`src/rtl/zsub_pkg.sv`:
```
package zsub_pkg;

    localparam int ZS_PIPE_DEPTH = 4;
    localparam int ZS_SHORT_RUN  = 3;
    localparam int ZS_LONG_RUN   = 4;

    // One line symbol: at most one rail set.
    typedef struct packed {
        logic p;
        logic n;
    } sym_t;

    localparam sym_t SYM_ZERO = '{p: 1'b0, n: 1'b0};
    localparam sym_t SYM_POS  = '{p: 1'b1, n: 1'b0};
    localparam sym_t SYM_NEG  = '{p: 1'b0, n: 1'b1};

    // Last pulse polarity combined with parity of pulses since last violation.
    typedef enum logic [1:0] {
        TRK_NEG_EVEN = 2'b00,
        TRK_NEG_ODD  = 2'b01,
        TRK_POS_EVEN = 2'b10,
        TRK_POS_ODD  = 2'b11
    } trk_state_t;

endpackage

```
`src/rtl/zsub_run_detect.sv`:
```
module zsub_run_detect
    import zsub_pkg::*;
#(
    parameter int SHORT_RUN  = ZS_SHORT_RUN,
    parameter int LONG_RUN   = ZS_LONG_RUN,
    parameter int PIPE_DEPTH = ZS_PIPE_DEPTH
) (
    input  logic                          clk,
    input  logic                          rst_n,
    input  logic                          bit_en,
    input  logic                          din,
    input  logic                          mode,
    input  logic                          sub_en,
    output logic                          sub_hit,
    output logic [$clog2(PIPE_DEPTH)-1:0] b_idx
);

    localparam int RUN_W = (LONG_RUN > 2) ? $clog2(LONG_RUN) : 1;
    localparam int IDX_W = $clog2(PIPE_DEPTH);
    localparam logic [RUN_W-1:0] SHORT_THR = RUN_W'(SHORT_RUN - 1);
    localparam logic [RUN_W-1:0] LONG_THR  = RUN_W'(LONG_RUN - 1);
    localparam logic [IDX_W-1:0] SHORT_IDX = IDX_W'(SHORT_RUN - 1);
    localparam logic [IDX_W-1:0] LONG_IDX  = IDX_W'(LONG_RUN - 1);

    logic [RUN_W-1:0] run_q;
    logic [RUN_W-1:0] thr;

    // Zeros already waiting in the pipeline, one fewer than a group.
    always_comb begin
        thr     = mode ? LONG_THR : SHORT_THR;
        b_idx   = mode ? LONG_IDX : SHORT_IDX;
        sub_hit = bit_en && sub_en && !din && (run_q >= thr);
    end

    always_ff @(posedge clk or negedge rst_n) begin
        if (!rst_n) begin
            run_q <= '0;
        end else if (bit_en) begin
            if (din || !sub_en || sub_hit) begin
                run_q <= '0;
            end else if (run_q < LONG_THR) begin
                run_q <= run_q + 1'b1;
            end
        end
    end

endmodule

```
`src/rtl/zsub_pol_track.sv`:
```
module zsub_pol_track
    import zsub_pkg::*;
(
    input  logic clk,
    input  logic rst_n,
    input  logic bit_en,
    input  logic din,
    input  logic sub_hit,
    output sym_t ins_sym,
    output sym_t b_sym,
    output logic trk_even
);

    trk_state_t state_q;
    trk_state_t state_d;

    // State register.
    always_ff @(posedge clk or negedge rst_n) begin
        if (!rst_n) begin
            state_q <= TRK_NEG_EVEN;
        end else begin
            state_q <= state_d;
        end
    end

    // Transitions: mark or substitute; idle and plain zeros hold.
    always_comb begin
        state_d = state_q;
        if (bit_en) begin
            unique case (state_q)
                TRK_NEG_EVEN: begin
                    if (sub_hit)  state_d = TRK_POS_EVEN;
                    else if (din) state_d = TRK_POS_ODD;
                end
                TRK_NEG_ODD: begin
                    if (sub_hit)  state_d = TRK_NEG_EVEN;
                    else if (din) state_d = TRK_POS_EVEN;
                end
                TRK_POS_EVEN: begin
                    if (sub_hit)  state_d = TRK_NEG_EVEN;
                    else if (din) state_d = TRK_NEG_ODD;
                end
                TRK_POS_ODD: begin
                    if (sub_hit)  state_d = TRK_POS_EVEN;
                    else if (din) state_d = TRK_NEG_EVEN;
                end
            endcase
        end
    end

    // Outputs: symbol for the incoming slot and for the rewritten slot.
    always_comb begin
        sym_t mark_sym;
        sym_t viol_sym;
        sym_t lead_sym;
        mark_sym = SYM_ZERO;
        viol_sym = SYM_ZERO;
        lead_sym = SYM_ZERO;
        trk_even = 1'b0;
        unique case (state_q)
            TRK_NEG_EVEN: begin
                mark_sym = SYM_POS;
                lead_sym = SYM_POS;
                viol_sym = SYM_POS;
                trk_even = 1'b1;
            end
            TRK_NEG_ODD: begin
                mark_sym = SYM_POS;
                viol_sym = SYM_NEG;
            end
            TRK_POS_EVEN: begin
                mark_sym = SYM_NEG;
                lead_sym = SYM_NEG;
                viol_sym = SYM_NEG;
                trk_even = 1'b1;
            end
            TRK_POS_ODD: begin
                mark_sym = SYM_NEG;
                viol_sym = SYM_POS;
            end
        endcase
        if (sub_hit) begin
            ins_sym = viol_sym;
            b_sym   = lead_sym;
        end else begin
            ins_sym = din ? mark_sym : SYM_ZERO;
            b_sym   = SYM_ZERO;
        end
    end

endmodule

```
`src/rtl/zsub_sym_pipe.sv`:
```
module zsub_sym_pipe
    import zsub_pkg::*;
#(
    parameter int PIPE_DEPTH = ZS_PIPE_DEPTH
) (
    input  logic                          clk,
    input  logic                          rst_n,
    input  logic                          bit_en,
    input  sym_t                          ins_sym,
    input  logic                          b_wr,
    input  logic [$clog2(PIPE_DEPTH)-1:0] b_idx,
    input  sym_t                          b_sym,
    output logic                          pos,
    output logic                          neg
);

    localparam int IDX_W = $clog2(PIPE_DEPTH);

    sym_t slot_q [PIPE_DEPTH];

    generate
        for (genvar i = 0; i < PIPE_DEPTH; i++) begin : g_slot
            if (i == 0) begin : g_head
                always_ff @(posedge clk or negedge rst_n) begin
                    if (!rst_n) begin
                        slot_q[i] <= SYM_ZERO;
                    end else if (bit_en) begin
                        slot_q[i] <= ins_sym;
                    end
                end
            end else begin : g_body
                always_ff @(posedge clk or negedge rst_n) begin
                    if (!rst_n) begin
                        slot_q[i] <= SYM_ZERO;
                    end else if (bit_en) begin
                        if (b_wr && (b_idx == IDX_W'(i))) begin
                            slot_q[i] <= b_sym;
                        end else begin
                            slot_q[i] <= slot_q[i-1];
                        end
                    end
                end
            end
        end
    endgenerate

    always_ff @(posedge clk or negedge rst_n) begin
        if (!rst_n) begin
            pos <= 1'b0;
            neg <= 1'b0;
        end else if (bit_en) begin
            pos <= slot_q[PIPE_DEPTH-1].p;
            neg <= slot_q[PIPE_DEPTH-1].n;
        end
    end

endmodule

```
`src/rtl/zsub_line_encoder.sv`:
```
module zsub_line_encoder
    import zsub_pkg::*;
#(
    parameter int SHORT_RUN  = ZS_SHORT_RUN,
    parameter int LONG_RUN   = ZS_LONG_RUN,
    parameter int PIPE_DEPTH = ZS_PIPE_DEPTH
) (
    input  logic clk,
    input  logic rst_n,
    input  logic bit_en,
    input  logic din,
    input  logic mode,
    input  logic sub_en,
    output logic pos,
    output logic neg
);

    localparam int IDX_W = $clog2(PIPE_DEPTH);

    logic             sub_hit;
    logic [IDX_W-1:0] b_idx;
    logic             trk_even;
    sym_t             ins_sym;
    sym_t             b_sym;

    zsub_run_detect #(
        .SHORT_RUN (SHORT_RUN),
        .LONG_RUN  (LONG_RUN),
        .PIPE_DEPTH(PIPE_DEPTH)
    ) u_run (
        .clk    (clk),
        .rst_n  (rst_n),
        .bit_en (bit_en),
        .din    (din),
        .mode   (mode),
        .sub_en (sub_en),
        .sub_hit(sub_hit),
        .b_idx  (b_idx)
    );

    zsub_pol_track u_trk (
        .clk     (clk),
        .rst_n   (rst_n),
        .bit_en  (bit_en),
        .din     (din),
        .sub_hit (sub_hit),
        .ins_sym (ins_sym),
        .b_sym   (b_sym),
        .trk_even(trk_even)
    );

    zsub_sym_pipe #(
        .PIPE_DEPTH(PIPE_DEPTH)
    ) u_pipe (
        .clk    (clk),
        .rst_n  (rst_n),
        .bit_en (bit_en),
        .ins_sym(ins_sym),
        .b_wr   (sub_hit),
        .b_idx  (b_idx),
        .b_sym  (b_sym),
        .pos    (pos),
        .neg    (neg)
    );

endmodule

```
`config.mk`:
```
export PLATFORM = sky130hd
export DESIGN_NAME = zsub_line_encoder
export DESIGN_NICKNAME = d
export VERILOG_FILES = /design/src/rtl/zsub_pkg.sv /design/src/rtl/zsub_run_detect.sv /design/src/rtl/zsub_pol_track.sv /design/src/rtl/zsub_sym_pipe.sv /design/src/rtl/zsub_line_encoder.sv
export SDC_FILE = /design/constraint.sdc
export NUM_CORES = 1
export LEC_CHECK = 0
export ABC_AREA = 1
export BUFFER_PORTS_ARGS = -buffer_cell sky130_fd_sc_hd__buf_2
export CAP_MARGIN = 40
export CELL_PAD_IN_SITES_DETAIL_PLACEMENT = 0
export CELL_PAD_IN_SITES_GLOBAL_PLACEMENT = 1
export CORE_ASPECT_RATIO = 1.25
export CORE_MARGIN = 3
export CORE_UTILIZATION = 38
export CTS_BUF_LIST = sky130_fd_sc_hd__clkbuf_16
export DETAILED_ROUTE_END_ITERATION = 6
export GPL_ROUTABILITY_DRIVEN = 0
export PLACE_DENSITY = 0.73
export RECOVER_POWER = 50
export SYNTH_ARGS = -nofsm -noshare
export SYNTH_HDL_FRONTEND = slang
export SYNTH_SLANG_ARGS = --single-unit
```
`constraint.sdc`:
```
create_clock -name clk -period 1.3 [get_ports clk]
set_input_delay 0.26 -clock clk [delete_from_list [all_inputs] [get_ports clk]]
set_output_delay 0.26 -clock clk [all_outputs]
set_load 0.005 [all_outputs]
```
**Word level (Yosys, flattened, before mapping)**

Cells that the tools add are included.

- Add/sub/neg operators: 1
- Order comparisons: 2
- Equal/unequal tests: 10
- Mux-type cells: 21
- Reduce and logical (&&, ||, !) cells: 18

Operator list:

| operator | number |
|---|---|
| 2-bit two-way mux | 16 |
| 3-bit by 2-bit inequality test with 1-bit output (second input constant) | 4 |
| 2-bit one-hot mux with 2 select lines | 3 |
| 2-bit equality test (second input constant) | 4 |
| 2-bit one-hot mux with 4 select lines | 1 |
| 2-bit OR reduction | 4 |
| 1-bit logical AND | 6 |
| 5-bit AND reduction | 1 |
| 2-bit by 1-bit equality test with 1-bit output (second input constant) | 2 |
| 2-bit by 1-bit adder with 2-bit output (second input constant) | 1 |
| 2-bit greater-or-equal comparator | 1 |
| 1-bit zero test | 2 |
| 2-bit zero test | 1 |
| 1-bit logical OR | 2 |
| 2-bit < comparator (second input constant) | 1 |
| 2-bit AND reduction | 1 |
| 2-bit nonzero test | 1 |
| 1-bit two-way mux | 1 |

- Bits in registers: 14
- Bits of input ports: 6
- Output and inout port bits: 2
- Word-level logic and storage cells: 64

**Depth between registers and ports, before layout**

Gate-level depths: netlist of the first run.

- Depth in word-level cells: 6
- Gate-level depth with buffers: 10
- Depth with buffers taken out: 10

**Modules after synthesis**

From an unflattened synthesis of the first run, not the netlist that was laid out.

- Cell total of the unflattened synthesis: 133
- Area, all modules: 934.6 um2

By module, submodules not included:

| module | instances | cells each | area an instance (um2) | seq. area each (um2) |
|---|---|---|---|---|
| zsub_sym_pipe | 1 | 69 | 494.2 | 250.2 |
| zsub_pol_track | 1 | 36 | 231.5 | 50.0 |
| zsub_run_detect | 1 | 28 | 209.0 | 50.0 |

**Least setup slack after synthesis of the first run**

OpenSTA, ideal clock, no wires.

- Path type: register to register
- From: register u_run.run_q[0]
- To: register u_trk.state_q[1]
- Setup time: 0.116 ns
- Arrival time: 1.142 ns
- Data required time: 1.184 ns
- Setup slack: 0.041 ns
- Cell stages (with the launch flop): 11
- Path buffers: 0
- Clock period less this slack: 1.259 ns
- Cell sequence: dfrtp_1 inv_1 ha_1 inv_1 nand2_1 nand2_4 nor2_2 nor2_1 nor2_2 nand2_1 nand2_1

- Cells in the longest elaborated chain, start to end: 4
- Elaborated cells between the ends (all ways): 12
- Classes of those cells: 1 x order compare; 4 x eq/ne; 5 x mux; 2 x reduce/logical

RTL lines:

| what | RTL line | source |
|---|---|---|
| start: declaration | zsub_run_detect.sv:25 | `logic [RUN_W-1:0] run_q;` |
| start signal: assignment | zsub_run_detect.sv:42 | `run_q <= run_q + 1'b1;` |
| 2-bit greater-or-equal comparator (*) | zsub_run_detect.sv:32 | `sub_hit = bit_en && sub_en && !din && (run_q >= thr);` |
| 1-bit logical AND (*) | zsub_run_detect.sv:32 |  |
| 3-bit by 2-bit inequality test with 1-bit output (no source line) (tied with other cells) | - |  |
| 5-bit AND reduction (no source line) or 2-bit one-hot mux with 4 select lines (tied branches) | - |  |
| end signal: assignment | zsub_pol_track.sv:22 | `state_q <= state_d;` |
| end: declaration | zsub_pol_track.sv:14 | `trk_state_t state_q;` |

Mark *: on every way between the ends. The rest lies on a longest branch, timed or not.
A chain may end at the register's enable or synchronous reset.

**Worst setup path in the final report of the first run**

Same ends and word-level chain as after synthesis.

==> flow_summary_export.csv, run 1 <==
group,metric,value,unit
outcome,status,"finished with violations",
outcome,violations,"setup timing",
sta,fmax,0.762,GHz
clock_network,cts_max_path_buffers,2,
logic_synthesis,synthArstFlopShare,100,%
pwr,irDropWorstVdd,1160,uV
finish,antenna_cells,0,
placement,detailed_place_hpwl,1.35,mm
logic_synthesis,seq_area_frac_synth,37.8,%
worst_setup_path,cp_max_fo,8,
clock_network,cts_root_buf,"clkbuf_16",
sta,tightest_slew,0.400,ns
logic_synthesis,yosys-top-cells-count,"nand2_1 (39), inv_1 (15), dfrtp_1 (14), nand3_1 (10), ha_1 (7)",
sta,fin_crit_sh,101,%
worst_setup_path,cp-end-kind,"flop",
worst_setup_path,arrival,1.44,ns
finish,final-seq-area,353,sq um
worst_setup_path,required,1.43,ns
route,drt_first_iter_violations,19,
die,die_h,61.2,microns
logic_synthesis,ys_ff_latch,14,
clock_network,insertion_delay,0.24,ns
flow_run,max_cap_violations,0,
route,wire_per_inst,11.7,microns
die,die_w,50.2,microns
grt,gr-total-overflow,0,
grt,grt_max_degree,15,
sta,hold_violations,0,
pwr,p_leak,0.000651,uW
sta,fin_ws,-0.0130,ns
worst_hold_path,hold_path_class,"in2reg",
logic_synthesis,synth_edf_count,0,
die,core_area,2260,sq um
worst_setup_path,criticalPathCategory,"reg2reg",
clock_network,clock_sinks,14,
route,drcViolationCount,0,
sta,fin_worst_skew,0.00369,ns
logic_synthesis,synth_area,926,sq um
finish,layout.nets,154,
pwr,powerDensity,1690,nW/um^2
finish,fillCellCount,219,
logic_synthesis,ys_top_cells_by_area,"dfrtp_1 (38%), nand2_1 (16%), ha_1 (9.5%), inv_1 (6.1%), nand3_1 (5.4%)",
logic_synthesis,synth.most_common_cell,"nand2_1",
logic_synthesis,netlist_instances,118,
placement,port_buffers,7,
route,wirelength,2.01,mm
clock_network,htreeDepth,1,
sta,fin_hold_ws,0.382,ns
finish,multiInputGateArea,601,sq um
sta,rsz0062_at_grt,"true",
die,ios,8,
logic_synthesis,synth_top_area_cell,"dfrtp_1",
grt,grt_util_all_layers,14.3,%
logic_synthesis,synth_warnings,0,
sta,period_minus_slack,1.31,ns
finish,drive_gt1_share,42.1,%
finish,final_cells,171,
sta,setup_viol,1,
clock_network,clk_pin_slew,0.05,ns
route,dr.pass1.iters,5,
route,viasPerCell,4.73,
route,ant_nets,0,
route,vias,808,
grt,grt_pass1_vias,795,
logic_synthesis,synth.distinct_cells,21,
logic_synthesis,synth_flop_cell,"dfrtp_1",
finish,syn_to_final_growth,38.2,%
grt,grt_pass1_wl,3.38,mm
grt,antenna_found_initial,0,
logic_synthesis,syn_area_per_cell,7.85,sq um
sta,slew_viol_final,0,
clock_network,cts_made_buffers,3,
die,rows,19,
logic_synthesis,syn_nets,131,
placement,dp_cells,161,
clock_network,tritoncts,"done",
logic_synthesis,yosysTopAreaCellShare,37.8,%
die,initial_core_util,41.0,%
sta,maxSlewHeadroom,73.3,%
worst_setup_path,startpoint_type,"flop",
die,dieArea,3070,sq um
## state kept, by name, summed over array words and instances (netlist names)
| register | count |
|---|---|
| u_pipe.neg | 1 |
| u_pipe.pos | 1 |
| u_pipe.slot_q | 8 |
| u_run.run_q | 2 |
| u_trk.state_q | 2 |
## timing repair
item                                    CTS  global route
endpoints found under the hold margin    14             0
pin swaps                                 4            10
hold buffers                              1             0
buffers inserted                          1             4
endpoints found under the setup margin    4             9
gates resized for setup                   5            28
## layout make-up
type                            count  area share (%)
Clock inverter                      1           0.293
Timing Repair Buffer               20            10.6
Sequential cell                    14            27.6
Multi-Input combinational cell     84            46.9
Clock buffer                        3            5.87
Inverter                           18            5.77
Tap cell                           31            3.03
## critical path, stage by stage, from the launching register on
cell	delay (ns)
dfrtp_1	0.36
inv_2	0.06
ha_4	0.27
nand2_4	0.06
nand2_8	0.11
nand2_8	0.07
nand2_4	0.08
nand3_2	0.06
nand2_1	0.06
nand2_1	0.05
## power by group
group / leakage [uW] / internal (uW) / switching, uW
logic: 0.000431 / 422 / 478
registers: 0.000181 / 568 / 110
clock network: 0.0000385 / 406 / 172
total: 0.000651 / 1400 / 760
## placed cells by master, fill, tap and decap left out
master	n
buf_2	6
buf_4	10
buf_6	1
clkbuf_1	1
clkbuf_16	3
clkbuf_2	1
clkinv_1	1
clkinv_2	1
dfrtp_1	12
dfrtp_2	2
dlygate4sd3_1	1
ha_1	2
ha_2	1
ha_4	4
inv_1	9
inv_2	6
inv_4	2
nand2_1	34
nand2_2	6
nand2_4	4
nand2_8	2
nand3_1	8
nand3_2	3
nand4_1	5
nor2_1	2
nor2_2	3
nor2_4	1
nor2_8	1
nor3_1	1
o21ai_0	2
o21ai_1	3
o21ai_2	1
o22ai_2	1
## per-stage QoR
stage	util (%)	TNS [ns]	area (sq um)	setup WS, ns	total power (uW)
2_1_floorplan	-	0	926	0.0412	1100
3_3_place_gp	45.8	-0.0358	1030	-0.0358	1310
3_5_place_dp	45.8	-0.0504	1030	-0.0454	1320
4_1_cts	50.8	0	1150	0.00301	1940
5_1_grt	56.7	-0.277	1280	-0.0720	2320
6_report	56.7	-0.0130	1280	-0.0130	2160
## worst paths after layout
path                                start          endpoint  slack [ns]  cells past startpoint
setup reg to reg           u_run.run_q[0]  u_trk.state_q[1]       -0.01                      9
setup / recovery           u_run.run_q[0]  u_trk.state_q[1]       -0.01                      9
min in group asynchronous           rst_n    u_run.run_q[0]        0.46                      2
max in group asynchronous           rst_n  u_trk.state_q[0]        0.55                      2
hold reg to reg                u_pipe.pos        u_pipe.pos        0.46                      2
hold / removal                     bit_en  u_pipe.slot_q[6]        0.38                      3
## metal layers
metal	vias to the layer above	GRT usage (%)	wire [microns]
met4	0	5.93	43
li1	412	-	-
met1	364	17.1	847
met2	26	25.2	1040
met5	-	0	0
met3	6	2.91	78
## logic make-up (layout without fill, tap and decap cells)
logic type                 Yosys count  in the layout  synth area share (%)
DFF                                 14             14                  37.8
buffers and inverters               20             42                  9.46
adders and majority gates            7              7                  9.46
and+or+nand+nor                     70             70                  38.2
AOI/OAI and AO/OA                    7              7                  5.00
Power figures use the tool's default switching activity.
==> inputs of run 2 (changes only) <==
--- a/config.mk
+++ b/config.mk
@@ -18,6 +18,7 @@
 export GPL_ROUTABILITY_DRIVEN = 0
 export PLACE_DENSITY = 0.73
 export RECOVER_POWER = 50
+export SETUP_SLACK_MARGIN = 0.4
 export SYNTH_ARGS = -nofsm -noshare
 export SYNTH_HDL_FRONTEND = slang
 export SYNTH_SLANG_ARGS = --single-unit
==> run 2 against run 1 <==
- the run now ends clean
- first-iteration DRC count is 16% higher
- critical path type unchanged
- power is 9.1% lower
- fmax is 4.4% higher
- sequential power is 4.1% lower
- critical path depth stayed put
- clock power is 3% higher
- non-clock buffer count is 7 lower
- sequential cell count stayed put
- combinational power is 21% lower
==> flow_summary_export.csv, run 2 (synthesis results as in run 1) <==
group,metric,value,unit
outcome,status,"finished clean",
route,ant_nets,0,
grt,gr-total-overflow,0,
finish,drive_gt1_share,36.8,%
worst_setup_path,startpoint_type,"flop",
placement,port_buffers,7,
grt,grt_pass1_vias,677,
sta,hold_violations,0,
clock_network,htreeDepth,1,
finish,antenna_cells,0,
clock_network,cts_root_buf,"clkbuf_16",
route,wl_met1,828,microns
finish,layout_commonest_cell,"nand2_1",
sta,tightest_slew,0.369,ns
finish,reg.largest.list,"u_pipe.slot_q x8, u_run.run_q x2, u_trk.state_q x2",
route,viasPerCell,4.72,
route,drcViolationCount,0,
placement,detailed_place_hpwl,1.34,mm
clock_network,cts_max_path_buffers,2,
worst_hold_path,hold_path_class,"in2reg",
sta,fin_ws,0.0422,ns
route,highest_layer,"met4",
pwr,p_total,1960,uW
sta,rsz0062_at_grt,"true",
finish,largest_reg_flops,8,
die,ios,8,
sta,period_minus_slack,1.26,ns
finish,top_register,"u_pipe.slot_q",
worst_setup_path,r2r_slack,0.04,ns
route,wirelength,1.82,mm
route,dr_wl_met2,904,microns
finish,syn_to_final_growth,25.4,%
finish,layout_common_cells,"nand2_1 (34), dfrtp_1 (13), inv_1 (11)",
worst_setup_path,cp_max_fo,8,
worst_setup_path,criticalPathCategory,"reg2reg",
pwr,clockPowerShare,30.4,%
die,dieArea,3070,sq um
clock_network,insertion_delay,0.24,ns
grt,antenna_found_initial,0,
pwr,p_leak,0.000617,uW
pwr,comb_power_share,36.4,%
route,wl_met3,69,microns
die,die_w,50.2,microns
die,rows,19,
grt,grt_pass1_wl,2.99,mm
sta,maxSlewHeadroom,75.4,%
die,core_area,2260,sq um
worst_setup_path,cp-end-kind,"flop",
flow_run,max_cap_violations,0,
pwr,internal_power,1290,uW
pwr,pwr-share-seq,33.1,%
die,initial_core_util,41.0,%
die,die_h,61.2,microns
clock_network,cts_made_buffers,3,
route,dr.pass1.iters,4,
route,drt_first_iter_violations,22,
sta,fin_worst_skew,0.00333,ns
sta,fin_crit_sh,96.8,%
grt,grt_max_degree,15,
worst_setup_path,required,1.44,ns
sta,setup_viol,0,
finish,layout.nets,147,
worst_setup_path,arrival,1.40,ns
clock_network,clock_sinks,14,
sta,slew_viol_final,0,
sta,fmax,0.795,GHz
pwr,switchingPower,675,uW
route,vias,774,
pwr,irDropWorstVdd,763,uV
placement,pre_cts_ws,0.00431,ns
route,wire_per_inst,11.1,microns
pwr,power.share.switching,34.4,%
pwr,powerDensity,1690,nW/um^2
clock_network,clk_pin_slew,0.05,ns
grt,grt_util_all_layers,13.2,%
clock_network,tritoncts,"done",
## run 2: timing repair
item,in CTS,in global routing
hold buffers,1,0
endpoints found under the hold margin,14,0
pin swaps,1,5
endpoints found under the setup margin,12,12
buffers inserted,2,0
gates resized for setup,7,4
## run 2: cell type report
cell class / count / area [sq um]
inverter: 18 / 68.8
tap: 31 / 38.8
sequential: 14 / 352
timing repair buffer: 13 / 82.6
multi-input combinational: 84 / 541
clock buffer: 3 / 75.1
clock inverter: 1 / 3.75
fill: 214 / 1100
## run 2: worst paths after layout
kind	from	end	cells past startpoint
setup / recovery	u_run.run_q[0]	u_trk.state_q[1]	9
hold / removal	bit_en	u_run.run_q[1]	3
setup reg to reg	u_run.run_q[0]	u_trk.state_q[1]	9
hold reg to reg	u_pipe.neg	u_pipe.neg	2
max in group asynchronous	rst_n	u_trk.state_q[1]	2
min in group asynchronous	rst_n	u_run.run_q[1]	2
## run 2: worst max-delay path: stages, from the launching register on
cell,delay [ns]
dfrtp_1,0.36
inv_2,0.05
ha_4,0.27
nand2_2,0.05
nand2_4,0.12
nand2_4,0.07
nand2_1,0.06
nand3_1,0.06
nand2_1,0.07
nand2_1,0.04
## run 2: stage by stage
step	hold slack, ns	util (%)	setup TNS, ns	std cells	area, sq um
2_1_floorplan	-0.0356	-	0	118	953
3_3_place_gp	0.179	45.7	0	157	1030
3_5_place_dp	0.182	45.7	0	157	1030
4_1_cts	0.362	50.9	0	164	1150
5_1_grt	0.388	51.4	-0.0135	164	1160
6_report	0.363	51.4	0	164	1160
## run 2: power by group through the flow
stage	logic [uW]	clock network, uW	registers (uW)
4_1_cts	716	608	648
6_report	715	597	650
3_3_place_gp	650	0	645
3_5_place_dp	666	0	647
5_1_grt	818	616	668
2_1_floorplan	497	0	633
## run 2: routing by layer
layer,GRT usage [%],vias to the layer above
met5,0,-
met2,22.9,19
met1,15.8,350
li1,-,401
met4,5.93,0
met3,2.91,4
